### config.mk
export PLATFORM = sky130hd
export DESIGN_NAME = short_branch_unit
export DESIGN_NICKNAME = d
export VERILOG_FILES = /design/src/rtl/sbr_pkg.sv /design/src/rtl/sbr_cond_eval.sv /design/src/rtl/sbr_count_eval.sv /design/src/rtl/sbr_target.sv /design/src/rtl/short_branch_unit.sv
export SDC_FILE = /design/constraint.sdc
export NUM_CORES = 1
export LEC_CHECK = 0
export BUFFER_PORTS_ARGS = -buffer_cell sky130_fd_sc_hd__buf_2
export CAP_MARGIN = 40
export CORE_MARGIN = 3
export CORE_UTILIZATION = 42
export DETAILED_ROUTE_END_ITERATION = 12
export PLACE_DENSITY = 0.77
export SLEW_MARGIN = 40
export SYNTH_ARGS = -nofsm -noshare
export SYNTH_HDL_FRONTEND = slang
export SYNTH_SLANG_ARGS = --single-unit
### constraint.sdc
create_clock -name clk -period 6.5 [get_ports clk]
set_clock_uncertainty 0.2 [all_clocks]
set_input_delay 0.325 -clock clk [delete_from_list [all_inputs] [get_ports clk]]
set_output_delay 0.325 -clock clk [all_outputs]
set_load 0.005 [all_outputs]
### src/rtl/sbr_pkg.sv
package sbr_pkg;

    localparam int OPC_W = 8;

    typedef struct packed {
        logic ovf;
        logic cry;
        logic zro;
        logic sgn;
        logic par;
    } sbr_flags_t;

    typedef enum logic [1:0] {
        GRP_FLAGJMP = 2'd0,
        GRP_CXZERO  = 2'd1,
        GRP_LOOP    = 2'd2,
        GRP_BAD     = 2'd3
    } sbr_group_t;

    localparam logic [3:0]       FLAGJMP_HI = 4'h7;
    localparam logic [OPC_W-1:0] OPC_CXZERO = 8'hE3;
    localparam logic [OPC_W-3:0] LOOP_HI    = 6'b111000;

    function automatic sbr_group_t sbr_classify(input logic [OPC_W-1:0] op);
        sbr_group_t g;
        if (op[7:4] == FLAGJMP_HI)
            g = GRP_FLAGJMP;
        else if (op == OPC_CXZERO)
            g = GRP_CXZERO;
        else if (op[7:2] == LOOP_HI && op[1:0] != 2'b11)
            g = GRP_LOOP;
        else
            g = GRP_BAD;
        return g;
    endfunction

endpackage

### src/rtl/sbr_cond_eval.sv
module sbr_cond_eval
    import sbr_pkg::*;
(
    input  logic [3:0]  sel,
    input  sbr_flags_t  flg,
    output logic        hit
);
    // Bits [3:1] pick the base condition; bit 0 inverts it.
    logic base;

    always_comb begin
        unique case (sel[3:1])
            3'd0: base = flg.ovf;
            3'd1: base = flg.cry;
            3'd2: base = flg.zro;
            3'd3: base = flg.zro | flg.cry;
            3'd4: base = flg.sgn;
            3'd5: base = flg.par;
            3'd6: base = flg.sgn ^ flg.ovf;
            default: base = (flg.sgn ^ flg.ovf) | flg.zro;
        endcase
        hit = base ^ sel[0];
    end
endmodule

### src/rtl/sbr_count_eval.sv
module sbr_count_eval #(
    parameter int CX_W = 16
) (
    input  logic [CX_W-1:0] cx_in,
    input  logic [1:0]      kind,
    input  logic            zf,
    output logic [CX_W-1:0] cx_dec,
    output logic            loop_hit,
    output logic            cx_is_zero
);
    logic dec_nonzero;

    always_comb begin
        cx_dec      = cx_in - CX_W'(1);
        dec_nonzero = |cx_dec;
        cx_is_zero  = ~|cx_in;
        unique case (kind)
            2'b10:   loop_hit = dec_nonzero;
            2'b01:   loop_hit = zf & dec_nonzero;
            2'b00:   loop_hit = ~zf & dec_nonzero;
            default: loop_hit = 1'b0;
        endcase
    end
endmodule

### src/rtl/sbr_target.sv
module sbr_target #(
    parameter int IP_W   = 16,
    parameter int DISP_W = 8
) (
    input  logic [IP_W-1:0]   ip_in,
    input  logic [DISP_W-1:0] disp,
    output logic [IP_W-1:0]   target
);
    localparam int EXT_W = IP_W - DISP_W;

    logic [IP_W-1:0] disp_ext;

    generate
        if (EXT_W > 0) begin : g_ext
            assign disp_ext = {{EXT_W{disp[DISP_W-1]}}, disp};
        end else begin : g_trunc
            assign disp_ext = disp[IP_W-1:0];
        end
    endgenerate

    assign target = ip_in + disp_ext;
endmodule

### src/rtl/short_branch_unit.sv
module short_branch_unit
    import sbr_pkg::*;
#(
    parameter int IP_W   = 16,
    parameter int SEG_W  = 16,
    parameter int CX_W   = 16,
    parameter int DISP_W = 8
) (
    input  logic               clk,
    input  logic               rst,
    input  logic               start,
    input  logic [OPC_W-1:0]   opcode,
    input  logic [DISP_W-1:0]  disp,
    input  logic [IP_W-1:0]    ip_in,
    input  logic [SEG_W-1:0]   cs_in,
    input  logic [CX_W-1:0]    cx_in,
    input  logic               flag_of,
    input  logic               flag_cf,
    input  logic               flag_zf,
    input  logic               flag_sf,
    input  logic               flag_pf,
    output logic               done,
    output logic               taken,
    output logic               illegal,
    output logic [IP_W-1:0]    ip_out,
    output logic [SEG_W-1:0]   cs_out,
    output logic [CX_W-1:0]    cx_out,
    output logic               cx_we
);
    sbr_flags_t      flg;
    sbr_group_t      grp;
    logic            flag_hit, loop_hit, cx_zero, hit;
    logic [CX_W-1:0] cx_dec;
    logic [IP_W-1:0] target;

    assign flg = '{ovf: flag_of, cry: flag_cf, zro: flag_zf, sgn: flag_sf, par: flag_pf};
    assign grp = sbr_classify(opcode);

    sbr_cond_eval u_cond (
        .sel (opcode[3:0]),
        .flg (flg),
        .hit (flag_hit)
    );

    sbr_count_eval #(.CX_W(CX_W)) u_count (
        .cx_in      (cx_in),
        .kind       (opcode[1:0]),
        .zf         (flag_zf),
        .cx_dec     (cx_dec),
        .loop_hit   (loop_hit),
        .cx_is_zero (cx_zero)
    );

    sbr_target #(.IP_W(IP_W), .DISP_W(DISP_W)) u_tgt (
        .ip_in  (ip_in),
        .disp   (disp),
        .target (target)
    );

    always_comb begin
        unique case (grp)
            GRP_FLAGJMP: hit = flag_hit;
            GRP_CXZERO:  hit = cx_zero;
            GRP_LOOP:    hit = loop_hit;
            default:     hit = 1'b0;
        endcase
    end

    always_ff @(posedge clk) begin
        if (rst) begin
            done    <= 1'b0;
            taken   <= 1'b0;
            illegal <= 1'b0;
            ip_out  <= '0;
            cs_out  <= '0;
            cx_out  <= '0;
            cx_we   <= 1'b0;
        end else begin
            done <= start;
            if (start) begin
                taken   <= hit;
                illegal <= (grp == GRP_BAD);
                ip_out  <= hit ? target : ip_in;
                cs_out  <= cs_in;
                cx_out  <= (grp == GRP_LOOP) ? cx_dec : cx_in;
                cx_we   <= (grp == GRP_LOOP);
            end
        end
    end

    AST_DONE_AFTER_START: assert property (@(posedge clk) disable iff (rst)
        start |=> done);
    AST_DONE_ONLY_ON_START: assert property (@(posedge clk) disable iff (rst)
        !start |=> !done);
    AST_RESULT_HOLD: assert property (@(posedge clk) disable iff (rst)
        !start |=> ($stable(ip_out) && $stable(cx_out) && $stable(taken)));
    AST_SEGMENT_KEPT: assert property (@(posedge clk) disable iff (rst)
        start |=> (cs_out == $past(cs_in)));
    AST_FALLTHROUGH_IP: assert property (@(posedge clk) disable iff (rst)
        start |=> (taken || ip_out == $past(ip_in)));
    AST_ILLEGAL_QUIET: assert property (@(posedge clk) disable iff (rst)
        (done && illegal) |-> (!taken && !cx_we));
    AST_NO_COUNT_WRITE: assert property (@(posedge clk) disable iff (rst)
        (start && opcode[7:4] == 4'h7) |=> (!cx_we && cx_out == $past(cx_in)));
    AST_LOOP_DECREMENT: assert property (@(posedge clk) disable iff (rst)
        (start && opcode[7:2] == 6'b111000 && opcode[1:0] != 2'b11)
        |=> (cx_we && cx_out == CX_W'($past(cx_in) - CX_W'(1))));
endmodule

==> out/metrics.yaml, run 1 <==
hold_depth: 3
max_freq_mhz: 318
cts_setup_buffers: 0
ctsResizeCount: 0
cp.arrival_ns: 3.18
netlist_instances: 385
clock_path_buffers: 2
rsz0062_at_grt: "false"
die_area_sq_um: 8930
cts-root-buf: "clkbuf_8"
drive_above_1_share_pct: 28.8
cp_slowest_cell: "or4_4"
antenna_found_initial: 0
netlist_area_sq_um: 3290
irDropWorstVdd_v: 0.0000999
start_util_pct: 44.4
synth_nets: 475
ys.warnings.count: 0
grt_max_degree: 69
cp.depth: 11
first_pass_iters: 4
power.leakage_nw: 1.79
worstReg2RegStart: "ip_out[12]$_SDFFE_PP0P_"
final_hold_viol_count: 0
cp-start-kind: "input pin"
drc: 0
port_buffers: 123
finalCriticalPeriod_ns: 3.15
area_delta_synth_final_pct: 23.2
rows: 31
grt_overflow: 0
max_stage_delay_ns: 0.70
status: "complete, no violations"
power_density_nw_per_um2: 188
finalPower_w: 0.000761
cts_inserted_buffers: 5
nNetsFinal: 585
vias: 3177
drt_wl_total_mm: 8.22
htreeDepth: 2
grt_pass1_wl_mm: 13.2
gp_congestion: 0.908
synth-edff-count: 0
postRouteAntennaNets: 0
cp_cell_sequence: "buf_2 -> inv_1 -> ha_1 -> or4b_4 -> nor4b_2 -> a32oi_1 -> nand3_1 -> a21oi_1 -> or4_4 -> mux2_4 -> a211oi_2"
fin_util_pct: 54.7
tns_ns: 0
cp_max_fo: 20
r2r_cells: 3
drv_cap: 0
final_max_slew_viol_count: 0
clk_pin_slew_ns: 0.10
slew_headroom_pct: 57.0
ys_seq_area_share_pct: 31.7
viasPerCell: 5.34
dpl.hpwl_mm: 6.35
drt_iter0_markers: 111
synth_ff_type: "dfxtp_1"
final_common_cell: "buf_2"
mostFrequentLayoutCells: "buf_2 (122), nor2_1 (63), dfxtp_1 (52)"
clk-insertion-delay-late_ns: 0.29
holdCritStartpoint: "cs_in[4]"
cpLargestDelayFamily: "simple AND/OR/NAND/NOR gates"
criticalPathCategory: "in2reg"
synth-async-reset-ratio_pct: 0
wl_per_cell_um: 13.8
io_pins: 124
track_usage_pct: 18.1
cts-hold-fix-buffers: 0
path_buf_inv: 2
die_x_um: 94.5
core_area_sq_um: 7410
finalCritPeriodShare_pct: 48.4
holdCritPathClass: "in2reg"
n_antenna_cell: 0
finalSetupViolCount: 0
avgSynthCellArea_sq_um: 8.54
cp-end-kind: "register"
crit_start: "cx_in[1]"
grt_pass1_vias: 2953
cts_sinks: 52
die_h_um: 94.5
cts_tree: "yes"
cp.required_ns: 6.53
synth-seq-cells: 52
synth_cell_types: 57
worst_pin_slew_ns: 0.645
r2r_slack_ns: 5.28
report_power, final:
part           leakage, nW  internal (W)  total (W)  switching, W
Combinational         1.31     0.0000900   0.000192      0.000102
Sequential           0.431      0.000339   0.000349     0.0000100
Clock               0.0541      0.000114   0.000219      0.000105
Total                 1.79      0.000543   0.000761      0.000217
worst paths after layout:
path / end
worst min register to register: illegal$_SDFFE_PP0P_
worst max-delay path: ip_out[1]$_SDFFE_PP0P_
worst max register to register: ip_out[12]$_SDFFE_PP0P_
worst min-delay path: cs_out[4]$_SDFFE_PP0P_
cells in the mapped netlist, types with 3 or more instances:
cell	number	area (sq um)
nor3_1	11	55.1
nor4_1	3	18.8
o21ai_0	13	65.1
o21a_1	4	30.0
nand2b_1	6	37.5
nor2_1	63	236
xor2_1	8	70.1
clkbuf_1	13	48.8
mux2i_1	32	320
nand4_1	3	18.8
a21oi_1	18	90.1
inv_1	10	37.5
buf_2	3	15.0
nand2_1	17	63.8
nor2b_1	5	31.3
xnor2_1	22	193
a211oi_1	26	195
nand3_1	7	35.0
dfxtp_1	52	1040
a31oi_1	3	18.8
nor4b_1	3	26.3
ha_1	17	213
metal layers:
layer  track usage [%]  wire length [um]  up-vias
met5                 0                 0        -
met4              4.57               127        0
met3              4.22               754       12
met2              30.2              3600      120
met1              23.5              3740     1438
li1                  -                 -     1607
registers in the layout, summed over array words and instances, names as in the netlist:
register / flops
ip_out: 16
cx_out: 16
illegal: 1
done: 1
cx_we: 1
cs_out: 16
taken: 1
stage by stage:
step | cell area, sq um | hold slack (ns) | cells | setup WS [ns]
after floorplan | 3290 | 0.263 | 385 | 3.43
after global placement | 3940 | 0.255 | 587 | 3.11
after detailed placement | 3940 | 0.260 | 587 | 3.06
after CTS | 4050 | 0.0571 | 595 | 3.37
after global routing | 4050 | 0.0548 | 595 | 3.22
final | 4050 | 0.0626 | 595 | 3.35
worst register-to-register path, stage by stage, from the launching register on:
cell	delay [ns]
dfxtp_1	0.34
or3b_2	0.44
o31ai_1	0.07
a31o_1	0.12
final cells by class:
cell class / count / area (sq um)
fill: 693 / 3360
multi-input combinational: 302 / 2110
sequential: 52 / 1040
timing repair buffer: 124 / 626
tap: 99 / 124
clock buffer: 5 / 68.8
clock inverter: 3 / 42.5
inverter: 10 / 37.5
kinds of logic after synthesis:
logic type / share of synthesized area (%)
simple gates: 20.1
buf+inv: 4.15
fa+ha+maj: 7.08
mux: 10.9
flops: 31.7
compound gates: 18.2
xor+xnor: 7.99
Power figures use the tool's default switching activity.
==> inputs of run 2 (changes only) <==
Settings changed: PLACE_DENSITY 0.77 to 0.8.
Clock period 6.5 ns to 2.6 ns, I/O delays scaled along.
==> run 2 against run 1 <==
Net effect: the flow now finishes with violations (negative setup slack); sequential share of layout area is 3.9 points lower; combinational power grew to 3.1 times the previous value; first-iteration DRC count is 6.3% lower; sequential cell count unchanged; global-route usage increased by 2.5 points; critical path type unchanged; largest power group unchanged.
==> out/metrics.yaml, run 2 (synthesized netlist as in run 1, its figures left out) <==
hold_path_end: "cx_out[10]$_SDFFE_PP0P_"
viasPerCell: 5.26  # -1.5%
status: "complete, but fails checks"
die_x_um: 94.5  # unchanged
grt_pass1_wl_mm: 14.9  # +13%
die_h_um: 94.5  # unchanged
final_hold_viol_count: 0  # unchanged
dpl.hpwl_mm: 6.90  # +8.6%
vias: 3462  # +9.0%
crit_start: "ip_in[8]"
finalCriticalPeriod_ns: 2.61
hold_ws_ns: 0.0376  # -0.0250 ns
antenna_found_initial: 0  # unchanged
reg2reg_to: "ip_out[12]$_SDFFE_PP0P_"
start_util_pct: 44.4  # unchanged
htreeDepth: 2  # unchanged
cts_inserted_buffers: 5  # unchanged
layout_setup_ws_ns: -0.00519  # -3.36 ns
area_delta_synth_final_pct: 45.3
cp.required_ns: 2.62  # -3.91 ns
drt_wl_total_mm: 9.73  # +18%
cts_tree: "yes"
cp_max_fo: 4  # -80%
cp.arrival_ns: 2.62  # -0.56 ns
reg_top3: "cs_out (16), cx_out (16), ip_out (16)"
grt_pass1_vias: 3251  # +10%
hold_depth: 3  # unchanged
core_area_sq_um: 7410  # unchanged
grt_max_degree: 57  # -17%
track_usage_pct: 20.5  # +2.5 points
worst_pin_slew_ns: 0.538  # -0.107 ns
drc: 0  # unchanged
cts_sinks: 52  # unchanged
cts-root-buf: "clkbuf_8"
finalPower_w: 0.00202  # +170%
violations: "negative setup slack"
holdCritStartpoint: "cx_in[10]"
postRouteAntennaNets: 0  # unchanged
drive_above_1_share_pct: 33.3  # +4.4 points
rows: 31  # unchanged
worstReg2RegStart: "ip_out[12]$_SDFFE_PP0P_"
nNetsFinal: 648  # +11%
finalCritPeriodShare_pct: 100
first_pass_iters: 4  # unchanged
slew_headroom_pct: 64.2  # +7.2 points
holdCritPathClass: "in2reg"
wl_per_cell_um: 14.8  # +7.0%
criticalPathCategory: "in2reg"
cp-end-kind: "register"
io_pins: 124  # unchanged
drv_cap: 0  # unchanged
mostFrequentLayoutCells: "buf_2 (121), nor2_1 (63), dfxtp_1 (52)"
grt_overflow: 0  # unchanged
final_max_slew_viol_count: 0  # unchanged
final_common_cell: "buf_2"
tns_ns: -0.00816  # -0.00816 ns
gp_congestion: 0.905  # -0.26%
finalSetupViolCount: 2  # +2
clk-insertion-delay-late_ns: 0.30  # about the same
clock_path_buffers: 2  # unchanged
irDropWorstVdd_v: 0.000198  # +98%
port_buffers: 123  # unchanged
r2r_cells: 3  # unchanged
fin_util_pct: 64.5  # +9.8 points
rsz0062_at_grt: "true"
cp-start-kind: "input pin"
drt_iter0_markers: 104  # -6.3%
n_antenna_cell: 0  # unchanged
power_density_nw_per_um2: 423  # +120%
die_area_sq_um: 8930  # unchanged
r2r_slack_ns: 1.35  # -3.93 ns
power.leakage_nw: 2.13  # +19%
fin_area_sq_um: 4780  # +18%
postPlaceCellArea_sq_um: 4180  # +6.2%
clk_pin_slew_ns: 0.09  # about the same
max_freq_mhz: 384
[run 2: changes by cell type in the layout (fill, tap and decap cells not counted), moves of 2 or more]
cell           change
a211oi_1           -5
a211oi_2           +5
buf_12             +3
buf_4             +24
clkbuf_16          +2
dlygate4sd3_1     +34
inv_1              -2
o21ai_0            -3
o21ai_1            +2
[run 2: how the worst max path moves through the flow]
stage	slack [ns]	end
after floorplan	-0.18	ip_out[1]$_SDFFE_PP0P_
after global placement	-0.24	ip_out[15]$_SDFFE_PP0P_
after detailed placement	-0.33	ip_out[10]$_SDFFE_PP0P_
after CTS	0.01	ip_out[10]$_SDFFE_PP0P_
after global routing	-0.14	ip_out[15]$_SDFFE_PP0P_
final	-0.005	ip_out[15]$_SDFFE_PP0P_
[run 2: what timing repair did]
action	4_1_cts	5_1_grt
resized for setup	1	20
buffers inserted	0	1
hold buffers	34	0
pin swaps	0	6
hold endpoints to repair	34	0
endpoints found under the setup margin	1	15
cloned	0	2
[run 2: through the flow]
stage	setup WS (ns)	std cells
2_1_floorplan	-0.181	385
3_3_place_gp	-0.241	613
3_5_place_dp	-0.332	613
4_1_cts	0.00976	655
5_1_grt	-0.136	658
6_report	-0.00519	658
[run 2: per-layer routing]
metal  up-vias  track usage (%)  wire length [um]  share of wire, %
met1      1578             25.3              4330                45
met3        12             4.46               810               8.3
met2       134             34.9              4480                46
met5         -                0                 0                 0
met4         0             8.05               109               1.1
li1       1738                -                 -                 -
[run 2: cell type report]
cell class	count	area [sq um]
Clock buffer	5	68.8
Clock inverter	3	42.5
Fill cell	629	2630
Inverter	10	52.6
Multi-Input combinational cell	302	2190
Sequential cell	52	1040
Tap cell	99	124
Timing Repair Buffer	187	1260
[run 2: report_power, final]
group | switching [W] | internal (W)
Sequential | 0.0000273 | 0.000848
Combinational | 0.000293 | 0.000298
Clock | 0.000266 | 0.000285
[run 2: worst max-delay path, stage by stage]
cell	delay, ns
dlygate4sd3_1	0.53
buf_2	0.13
ha_1	0.32
a21oi_1	0.22
o211ai_1	0.14
a21oi_2	0.17
o21ai_0	0.11
a221oi_1	0.32
xnor2_1	0.19
a21oi_1	0.11
nor4_2	0.24
